<file path="config.mk">
export PLATFORM = sky130hd
export DESIGN_NAME = line_fill_buf
export DESIGN_NICKNAME = d
export VERILOG_FILES = /design/src/rtl/lfb_pkg.sv /design/src/rtl/lfb_beat_store.sv /design/src/rtl/lfb_install_ctl.sv /design/src/rtl/lfb_fetch_mux.sv /design/src/rtl/line_fill_buf.sv
export SDC_FILE = /design/constraint.sdc
export NUM_CORES = 2
export LEC_CHECK = 0
export ABC_CLOCK_PERIOD_IN_PS = 11300
export BUFFER_PORTS_ARGS = -buffer_cell sky130_fd_sc_hd__buf_2
export CAP_MARGIN = 20
export CORE_MARGIN = 1.5
export CORE_UTILIZATION = 29
export CTS_CLUSTER_SIZE = 20
export DETAILED_ROUTE_END_ITERATION = 7
export HOLD_SLACK_MARGIN = 0.08
export PLACE_DENSITY_LB_ADDON = 0.05
export SLEW_MARGIN = 40
export SYNTH_ARGS = -nofsm -noshare
export SYNTH_HDL_FRONTEND = slang
export SYNTH_SLANG_ARGS = --single-unit
export TNS_END_PERCENT = 5
</file>
<file path="constraint.sdc">
create_clock -name clk -period 11.3 [get_ports clk]
set_clock_uncertainty 0.2 [all_clocks]
set_input_delay 1.13 -clock clk [delete_from_list [all_inputs] [get_ports clk]]
set_output_delay 1.13 -clock clk [all_outputs]
set_load 0.02 [all_outputs]
</file>
<file path="src/rtl/lfb_pkg.sv">
package lfb_pkg;
    localparam int unsigned LFB_BEATS  = 16;
    localparam int unsigned LFB_DATA_W = 128;
    localparam int unsigned LFB_LINE_W = 24;

    typedef enum logic {
        FILL_IDLE = 1'b0,
        FILL_BUSY = 1'b1
    } fill_state_e;

    // next beat index in wrap order
    function automatic int unsigned wrap_next(input int unsigned b, input int unsigned n);
        return (b + 1) % n;
    endfunction
endpackage

</file>
<file path="src/rtl/lfb_beat_store.sv">
module lfb_beat_store #(
    parameter int unsigned BEATS = lfb_pkg::LFB_BEATS,
    parameter int unsigned DW    = lfb_pkg::LFB_DATA_W,
    localparam int unsigned BW   = $clog2(BEATS)
) (
    input  logic                       clk,
    input  logic                       rst,
    input  logic                       busy,
    input  logic                       clear,
    input  logic                       ret_valid,
    input  logic [BW-1:0]              ret_beat,
    input  logic [DW-1:0]              ret_data,
    output logic [BEATS-1:0]           valid_mask,
    output logic [BEATS-1:0][DW-1:0]   beat_data,
    output logic                       first_beat
);
    logic take;
    assign take       = busy && ret_valid;
    assign first_beat = take && (valid_mask == '0);

    always_ff @(posedge clk) begin
        if (rst || clear) begin
            valid_mask <= '0;
        end else if (take) begin
            valid_mask[ret_beat] <= 1'b1;
        end
    end

    always_ff @(posedge clk) begin
        if (take) begin
            beat_data[ret_beat] <= ret_data;
        end
    end

    // R3 arrived beats stay present until the buffer is freed
    valid_grow_chk: assert property (@(posedge clk) disable iff (rst)
        !$past(clear) |-> ((valid_mask & $past(valid_mask)) == $past(valid_mask)));
endmodule

</file>
<file path="src/rtl/lfb_install_ctl.sv">
module lfb_install_ctl #(
    parameter int unsigned BEATS = lfb_pkg::LFB_BEATS,
    parameter int unsigned DW    = lfb_pkg::LFB_DATA_W,
    localparam int unsigned BW   = $clog2(BEATS)
) (
    input  logic                       clk,
    input  logic                       rst,
    input  logic                       busy,
    input  logic                       first_beat,
    input  logic [BW-1:0]              first_idx,
    input  logic [BEATS-1:0]           valid_mask,
    input  logic [BEATS-1:0][DW-1:0]   beat_data,
    input  logic                       wr_grant,
    output logic                       wr_valid,
    output logic [BW-1:0]              wr_beat,
    output logic [DW-1:0]              wr_data,
    output logic                       last_install
);
    import lfb_pkg::*;

    logic [BW-1:0]    ptr;
    logic [BEATS-1:0] inst_mask;
    logic [BEATS-1:0] ptr_bit;
    logic             take;

    assign ptr_bit      = BEATS'(1) << ptr;
    assign wr_valid     = busy && valid_mask[ptr] && !inst_mask[ptr];
    assign wr_beat      = ptr;
    assign wr_data      = beat_data[ptr];
    assign take         = wr_valid && wr_grant;
    assign last_install = take && ((inst_mask | ptr_bit) == '1);

    always_ff @(posedge clk) begin
        if (rst || last_install) begin
            ptr       <= '0;
            inst_mask <= '0;
        end else if (first_beat) begin
            ptr <= first_idx;
        end else if (take) begin
            inst_mask[ptr] <= 1'b1;
            ptr            <= BW'(wrap_next(32'(ptr), BEATS));
        end
    end

    // R7 only a beat that has arrived is offered to the array
    wr_only_valid_chk: assert property (@(posedge clk) disable iff (rst)
        wr_valid |-> valid_mask[wr_beat]);

    // R7 an offer that is not granted is held unchanged
    wr_hold_chk: assert property (@(posedge clk) disable iff (rst)
        (wr_valid && !wr_grant) |=> (wr_valid && $stable(wr_beat) && $stable(wr_data)));

    // R7 a granted beat is followed by the next index in wrap order
    wr_order_chk: assert property (@(posedge clk) disable iff (rst)
        (take && !last_install && wr_beat != BW'(BEATS - 1)) |=> (wr_beat == $past(wr_beat) + 1'b1));
endmodule

</file>
<file path="src/rtl/lfb_fetch_mux.sv">
module lfb_fetch_mux #(
    parameter int unsigned BEATS = lfb_pkg::LFB_BEATS,
    parameter int unsigned DW    = lfb_pkg::LFB_DATA_W,
    parameter int unsigned LW    = lfb_pkg::LFB_LINE_W,
    localparam int unsigned BW   = $clog2(BEATS)
) (
    input  logic                       clk,
    input  logic                       rst,
    input  logic                       busy,
    input  logic [LW-1:0]              line_q,
    input  logic [BEATS-1:0]           valid_mask,
    input  logic [BEATS-1:0][DW-1:0]   beat_data,
    input  logic                       ret_valid,
    input  logic [BW-1:0]              ret_beat,
    input  logic [DW-1:0]              ret_data,
    input  logic                       rd_req,
    input  logic [LW-1:0]              rd_line,
    input  logic [BW-1:0]              rd_beat,
    output logic                       rd_hit,
    output logic                       rd_wait,
    output logic [DW-1:0]              rd_data
);
    logic match, held, bypass;

    assign match  = busy && rd_req && (rd_line == line_q);
    assign held   = valid_mask[rd_beat];
    assign bypass = ret_valid && (ret_beat == rd_beat);

    always_comb begin
        rd_hit  = match && (held || bypass);
        rd_wait = match && !(held || bypass);
        if (!rd_hit)     rd_data = '0;
        else if (held)   rd_data = beat_data[rd_beat];
        else             rd_data = ret_data;
    end

    // R4 hit and wait are never given together
    hit_wait_excl_chk: assert property (@(posedge clk) disable iff (rst)
        !(rd_hit && rd_wait));

    // R6 an empty buffer answers nothing
    idle_quiet_chk: assert property (@(posedge clk) disable iff (rst)
        !busy |-> (!rd_hit && !rd_wait));
endmodule

</file>
<file path="src/rtl/line_fill_buf.sv">
module line_fill_buf #(
    parameter int unsigned BEATS = lfb_pkg::LFB_BEATS,
    parameter int unsigned DW    = lfb_pkg::LFB_DATA_W,
    parameter int unsigned LW    = lfb_pkg::LFB_LINE_W,
    localparam int unsigned BW   = $clog2(BEATS)
) (
    input  logic          clk,
    input  logic          rst,
    input  logic          miss_valid,
    input  logic [LW-1:0] miss_line,
    output logic          miss_ready,
    input  logic          ret_valid,
    input  logic [BW-1:0] ret_beat,
    input  logic [DW-1:0] ret_data,
    input  logic          rd_req,
    input  logic [LW-1:0] rd_line,
    input  logic [BW-1:0] rd_beat,
    output logic          rd_hit,
    output logic          rd_wait,
    output logic [DW-1:0] rd_data,
    output logic          wr_valid,
    input  logic          wr_grant,
    output logic [BW-1:0] wr_beat,
    output logic [LW-1:0] wr_line,
    output logic [DW-1:0] wr_data,
    output logic          dir_set_valid,
    output logic [LW-1:0] dir_line
);
    import lfb_pkg::*;

    fill_state_e              state;
    logic [LW-1:0]            line_q;
    logic                     dir_q;
    logic                     busy, accept, last_install, first_beat;
    logic [BEATS-1:0]         valid_mask;
    logic [BEATS-1:0][DW-1:0] beat_data;

    assign busy          = (state == FILL_BUSY);
    assign miss_ready    = !busy;
    assign accept        = miss_valid && miss_ready;
    assign wr_line       = line_q;
    assign dir_line      = line_q;
    assign dir_set_valid = dir_q;

    always_ff @(posedge clk) begin
        if (rst) begin
            state  <= FILL_IDLE;
            line_q <= '0;
            dir_q  <= 1'b0;
        end else begin
            dir_q <= last_install;
            if (accept) begin
                state  <= FILL_BUSY;
                line_q <= miss_line;
            end else if (last_install) begin
                state <= FILL_IDLE;
            end
        end
    end

    lfb_beat_store #(.BEATS(BEATS), .DW(DW)) u_store (
        .clk(clk), .rst(rst), .busy(busy), .clear(last_install),
        .ret_valid(ret_valid), .ret_beat(ret_beat), .ret_data(ret_data),
        .valid_mask(valid_mask), .beat_data(beat_data), .first_beat(first_beat)
    );

    lfb_install_ctl #(.BEATS(BEATS), .DW(DW)) u_inst (
        .clk(clk), .rst(rst), .busy(busy), .first_beat(first_beat),
        .first_idx(ret_beat), .valid_mask(valid_mask), .beat_data(beat_data),
        .wr_grant(wr_grant), .wr_valid(wr_valid), .wr_beat(wr_beat),
        .wr_data(wr_data), .last_install(last_install)
    );

    lfb_fetch_mux #(.BEATS(BEATS), .DW(DW), .LW(LW)) u_fetch (
        .clk(clk), .rst(rst), .busy(busy), .line_q(line_q),
        .valid_mask(valid_mask), .beat_data(beat_data),
        .ret_valid(ret_valid), .ret_beat(ret_beat), .ret_data(ret_data),
        .rd_req(rd_req), .rd_line(rd_line), .rd_beat(rd_beat),
        .rd_hit(rd_hit), .rd_wait(rd_wait), .rd_data(rd_data)
    );

    // R2 an accepted miss closes the buffer to further misses
    accept_close_chk: assert property (@(posedge clk) disable iff (rst)
        (miss_valid && miss_ready) |=> !miss_ready);

    // R8 the directory strobe lasts a single cycle
    dir_pulse_chk: assert property (@(posedge clk) disable iff (rst)
        dir_set_valid |=> !dir_set_valid);

    // R8 the buffer is free when the strobe is seen
    dir_free_chk: assert property (@(posedge clk) disable iff (rst)
        dir_set_valid |-> (miss_ready && !wr_valid));
endmodule

</file>
=== Word-level counts from Yosys, hierarchy flattened ===
Cells that the tools add are included.
Widths: inputs -> output; s select.

* Add/sub/neg operators: 1
* Multipliers: 0
* Divide/modulo/power cells: 0
* $lt $le $gt $ge: 5
* Equality and inequality tests: 3
* Shift-type cells: 1
* Muxes and demuxes: 23
* Bitwise gates (word level): 4
* Reduce and logical (&&, ||, !) cells: 23

{| class="wikitable"
|+ Operators with widths
! cell !! count
|-
| $bwmux 2048 || 1
|-
| $bmux 128 s4 || 2
|-
| $mux 128 || 5
|-
| $demux 128 s4 || 1
|-
| $or 16x16->16 || 3
|-
| $eq 24x24->1 || 1
|-
| $eq 16x16->1 const B || 1
|-
| $logic_not 16->1 || 1
|-
| $shl 1x4->16 const A || 1
|-
| $lt 4x5->1 const B || 3
|-
| $logic_and 1x1->1 || 14
|-
| $bmux 1 s4 || 3
|-
| $demux 1 s4 || 2
|-
| $ge 4x1->1 const B || 2
|-
| $mux 4 || 2
|-
| $mux 1 || 7
|-
| $add 4x1->4 const B || 1
|-
| $eq 4x4->1 || 1
|-
| $reduce_bool 2->1 || 2
|-
| $logic_not 1->1 || 3
|-
| $logic_or 1x1->1 || 2
|-
| $reduce_and 2->1 || 1
|-
| $not 1->1 || 1
|}

* Bits in registers: 2110
* Latch bits: 0
* RAM bits: 0
* Memory bits (read-only): 0
* Input port bits: 190
* Output and inout port bits: 313
* Word-level logic and storage cells: 82
* Memories kept: 0

=== Depth between registers and ports, before layout ===
* Word-level depth: 8
* Depth in mapped cells: 14

=== Cells and area by module ===
A second synthesis with hierarchy kept.

* Cell total of the unflattened synthesis: 4744
* Area total of the unflattened synthesis: 96925.5 um2

{| class="wikitable"
|+ Modules (own cells, without submodules)
! module !! times used !! cells each !! area each (um2) !! sequential area each (um2)
|-
| lfb_beat_store || 1 || 2112 || 62123.3 || 61819.3
|-
| lfb_fetch_mux || 1 || 1551 || 16952.5 || 0.0
|-
| lfb_install_ctl || 1 || 943 || 16427.0 || 400.4
|-
| line_fill_buf || 1 || 138 || 1422.6 || 520.5
|}

=== Least setup slack after synthesis ===
No wires, ideal clock.

* Path type: input-to-reg
* Start: input ret_valid
* End: register u_store.beat_data[0] in the netlist's numbering (enable)
* Setup time: 0.774 ns
* Arrival: 10.276 ns
* Data required time: 10.326 ns
* Path slack: 0.050 ns
* Stages: 3
* Cells stage by stage: nand2_1 -> or3_1 -> nor3_1

* Word-level cells in the longest chain between the ends: 1

{| class="wikitable"
|+ RTL lines
! element !! line !! text
|-
| start, declared || line_fill_buf.sv:12 || <nowiki>input logic ret_valid,</nowiki>
|-
| $logic_and 1x1->1 || lfb_beat_store.sv:18 || <nowiki>assign take = busy && ret_valid;</nowiki>
|-
| end signal, assigned by index || lfb_beat_store.sv:31 || <nowiki>beat_data[ret_beat] <= ret_data;</nowiki>
|-
| end, declared || lfb_beat_store.sv:14 || <nowiki>output logic [BEATS-1:0][DW-1:0] beat_data,</nowiki>
|}

Every way passes these cells.
A chain may end at the register's enable or synchronous reset.

=== Worst setup path in the final report ===
* Start: input rd_beat[0]
* End: output rd_data[44]

* Word-level cells in the longest chain between the ends: 5
* Elaborated cells on any way between the ends: 10
* Classes of those cells: eq/ne (1); mux (6); reduce/logical (3)

{| class="wikitable"
|+ RTL lines
! element !! line !! text
|-
| start, declared || line_fill_buf.sv:17 || <nowiki>input logic [BW-1:0] rd_beat,</nowiki>
|-
| $bmux 1 s4 / $eq 4x4->1 (equally long branches) || lfb_fetch_mux.sv:26, lfb_fetch_mux.sv:27 ||
|-
| $mux 1 (not written as such) / $logic_and 1x1->1 (equally long branches) || lfb_fetch_mux.sv:26, lfb_fetch_mux.sv:27 ||
|-
| $logic_or 1x1->1 || lfb_fetch_mux.sv:30 || <nowiki>rd_hit = match && (held || bypass);</nowiki>
|-
| $logic_and 1x1->1 || lfb_fetch_mux.sv:30 ||
|-
| $mux 128 * || lfb_fetch_mux.sv:32 || <nowiki>if (!rd_hit) rd_data = '0;</nowiki>
|-
| end, declared || line_fill_buf.sv:20 || <nowiki>output logic [DW-1:0] rd_data,</nowiki>
|}

Mark *: on every way between the ends. The rest lies on a longest branch, timed or not. The select of a mux whose other input is x is not followed.

==> results.sh <==
export IMPL_outcome="completed"
export IMPL_fin_area_sq_um=114000
export IMPL_htree_levels=5
export IMPL_min_from="miss_line[8]"
export IMPL_wl_per_cell_um=34.3
export IMPL_ys_top_cells_by_area="edfxtp_1 (63%), mux4_2 (30%), mux2i_1 (1.4%)"
export IMPL_antenna_found_initial=44
export IMPL_layout_setup_ws_ns=4.40
export IMPL_rsz0062_at_grt="false"
export IMPL_syn_to_final_growth_pct=17.4
export IMPL_r2r_slack_ns=7.27
export IMPL_fin_hold_ws_ns=0.279
export IMPL_drc_errors=0
export IMPL_die_y_um=581
export IMPL_finalNetCount=5033
export IMPL_tightestPinTransition_ns=0.958
export IMPL_vias=50200
export IMPL_cap_violations=0
export IMPL_cts_tree="yes"
export IMPL_muxShareOfSynthArea_pct=31.4
export IMPL_drt_pass1_iterations=5
export IMPL_ys_warn_count=0
export IMPL_root_buffer="clkbuf_16"
export IMPL_crit_path_end_kind="output pin"
export IMPL_criticalPathCategory="in -> out"
export IMPL_p_total_mw=18.2
export IMPL_synth_top_family_by_area="multiplexers"
export IMPL_io_pins=503
export IMPL_die_x_um=581
export IMPL_viasPerCell=5.32
export IMPL_synth_simple_area_share_pct=1.22
export IMPL_path_clk_slew_ns=0.05
export IMPL_start_kind="primary input"
export IMPL_overflow=0
export IMPL_tns_ns=0
export IMPL_syn_area_per_cell_sq_um=22.6
export IMPL_placed_area_sq_um=105000
export IMPL_yosysTopAreaCell="edfxtp_1"
export IMPL_grt_start_max_net_pins=106
export IMPL_hold_buffers=0
export IMPL_synth_nets=4490
export IMPL_clk_path_buf_depth=4
export IMPL_crit_fanout=40
export IMPL_cts_made_buffers=264
export IMPL_start_util_pct=29.1
export IMPL_rows=212
export IMPL_r2r_cells=6
export IMPL_worst_ep_required_time_ns=9.97
export IMPL_synth_seq_area_share_pct=64.8
export IMPL_clk_latency_ns=0.89
export IMPL_synth_area_sq_um=96900
export IMPL_leakage_nw=34.8
export IMPL_crit_path_start="rd_beat[0]"
export IMPL_postCtsResizedCells=0
export IMPL_final_util_pct=34.2
export IMPL_totalWireLength_mm=324
export IMPL_async_flop_share_pct=0
export IMPL_io_buffers=502
export IMPL_finalSetupViolCount=0
export IMPL_hold_viol=0
export IMPL_post_cts_setup_buffers=0
export IMPL_drv_slew=0
export IMPL_fill_cells=31000
export IMPL_r2r_start="busy$_SDFFE_PP0P_"
export IMPL_worstHoldEndpoint="dir_line[8]$_SDFFE_PP0P_"
export IMPL_drive_above_1_share_pct=46.0
export IMPL_post_synth_top_area_fraction_pct=63.5
export IMPL_hold_class="in -> reg"
export IMPL_core_area_sq_um=333000
export IMPL_maxSlewHeadroom_pct=36.1
export IMPL_placedCellCount=8952
export IMPL_synth_cell_types=52
export IMPL_period_share_pct=61.1
export IMPL_drt_initial_drc_count=3923
export IMPL_ir_worst_vdd_mv=0.0980
export IMPL_grtUsageTotal_pct=19.1
export IMPL_synth_xor_area_share_pct=0.253
export IMPL_synth_compound_area_share_pct=0.563
export IMPL_synth_ff_type="edfxtp_1"
export IMPL_synth_adder_area_share_pct=0.0775
export IMPL_clock_sinks=2110
export IMPL_hold_depth=3
export IMPL_stdcell_count=9442
export IMPL_ant_nets=0
export IMPL_grt_pass1_vias=54600
export IMPL_synth_edf_count=2048
export IMPL_powerDensity_nw_per_um2=160
export IMPL_synthCells=4294
export IMPL_grt_pass1_wl_mm=451
export IMPL_pre_cts_slack_ns=4.11
export IMPL_r2r_end="u_store.beat_data[74]$_DFFE_PP_"
export IMPL_hpwl_mm=176
export IMPL_fmax_ghz=0.145
export IMPL_period_needed_ns=6.90
export IMPL_arrival_ns=5.57
export IMPL_die_area_sq_um=337000
export IMPL_gp_congestion=0.718
export IMPL_ys_ff_latch=2110
state kept, by name, summed over array words and instances, names as in the netlist:
name and flops:
u_inst.inst_mask 16, dir_line 24, u_inst.wr_beat 4, dir_set_valid 1, u_store.beat_data 2048, busy 1, u_store.valid_mask 16
report_power, final:
part,total [mW],internal [mW],leakage [nW],switching [mW]
Clock,8.18,4.77,4.01,3.41
Combinational,1.35,0.577,11.9,0.776
Sequential,8.66,8.63,18.9,0.0274
cells by family after synthesis:
logic type      Yosys count
compound gates           82
xor+xnor                 28
fa+ha+maj                 6
buf+inv                 369
flops                  2110
mux                    1428
simple gates            271
area by class of cell:
type,count,area (sq um),area share [%]
diodes,12,30.0,0.0264
clock buffers,324,6980,6.14
clock inverters,148,1250,1.10
inverters,6,30.0,0.0264
multi-input cells,1815,32600,28.7
flip-flops and latches,2110,62800,55.2
well taps,4387,5490,4.83
repair buffers,640,4550,4.00
cell usage in the layout (no fill, tap or decap), drive strengths merged, types with 2 or more instances in the layout:
cell	synthesis	routed
xor2	14	14
clkbuf	172	324
a31oi	19	19
o21a	16	16
and3	2	2
dfxtp	62	62
inv	6	17
a21o	2	2
mux2	4	4
and2	3	3
nand2	60	60
clkinvlp	0	7
clkinv	0	114
a31o	3	3
or3	2	2
edfxtp	2048	2048
xnor2	14	14
nand3	4	4
buf	191	640
nor3b	4	4
nand2b	3	3
nor2	147	147
nor3	8	8
ha	6	6
bufinv	0	16
mux2i	133	133
nand4	8	8
nor4	6	6
nor2b	20	20
diode	0	12
a32oi	2	2
mux4	1291	1291
a21oi	27	27
metal layers:
layer  GRT usage (%)  routed length (um)  up-vias
met2            32.6              163000     1230
met5               0                 122        -
met3            2.99               15100      481
met1            25.2              137000    28300
met4            5.33                9060       20
li1                -                   -    20200
Yosys cell counts (2+ instances only):
cell type  instances
edfxtp_1        2048
mux4_2          1291
clkbuf_1         172
nor2_1           147
mux2i_1          133
buf_2             86
buf_1             69
dfxtp_1           62
nand2_1           60
buf_4             36
a21oi_1           26
nor2b_1           20
a31oi_1           19
o21a_1            16
xnor2_1           14
xor2_1            14
nand4_1            8
nor3_1             8
ha_1               6
nor4_1             6
inv_1              5
mux2_2             4
nand3_1            4
nor3b_1            4
and2_1             3
a21o_1             2
a31o_2             2
a32oi_1            2
and3_1             2
nand2b_1           2
or3_1              2
worst max path at each step:
stage	to
2_1_floorplan	u_store.beat_data[0]$_DFFE_PP_
5_1_grt	rd_data[44]
6_report	rd_data[44]
3_3_place_gp	rd_data[69]
3_5_place_dp	rd_data[57]
4_1_cts	rd_data[57]
worst max-delay path: stages:
cell	delay (ns)
buf_8	0.26
buf_16	0.32
buf_4	0.58
buf_4	0.41
buf_12	0.27
buf_6	0.53
mux4_2	0.58
mux4_2	0.47
mux2i_1	0.52
nor2_1	0.08
buf_2	0.19
Power figures use the tool's default switching activity.
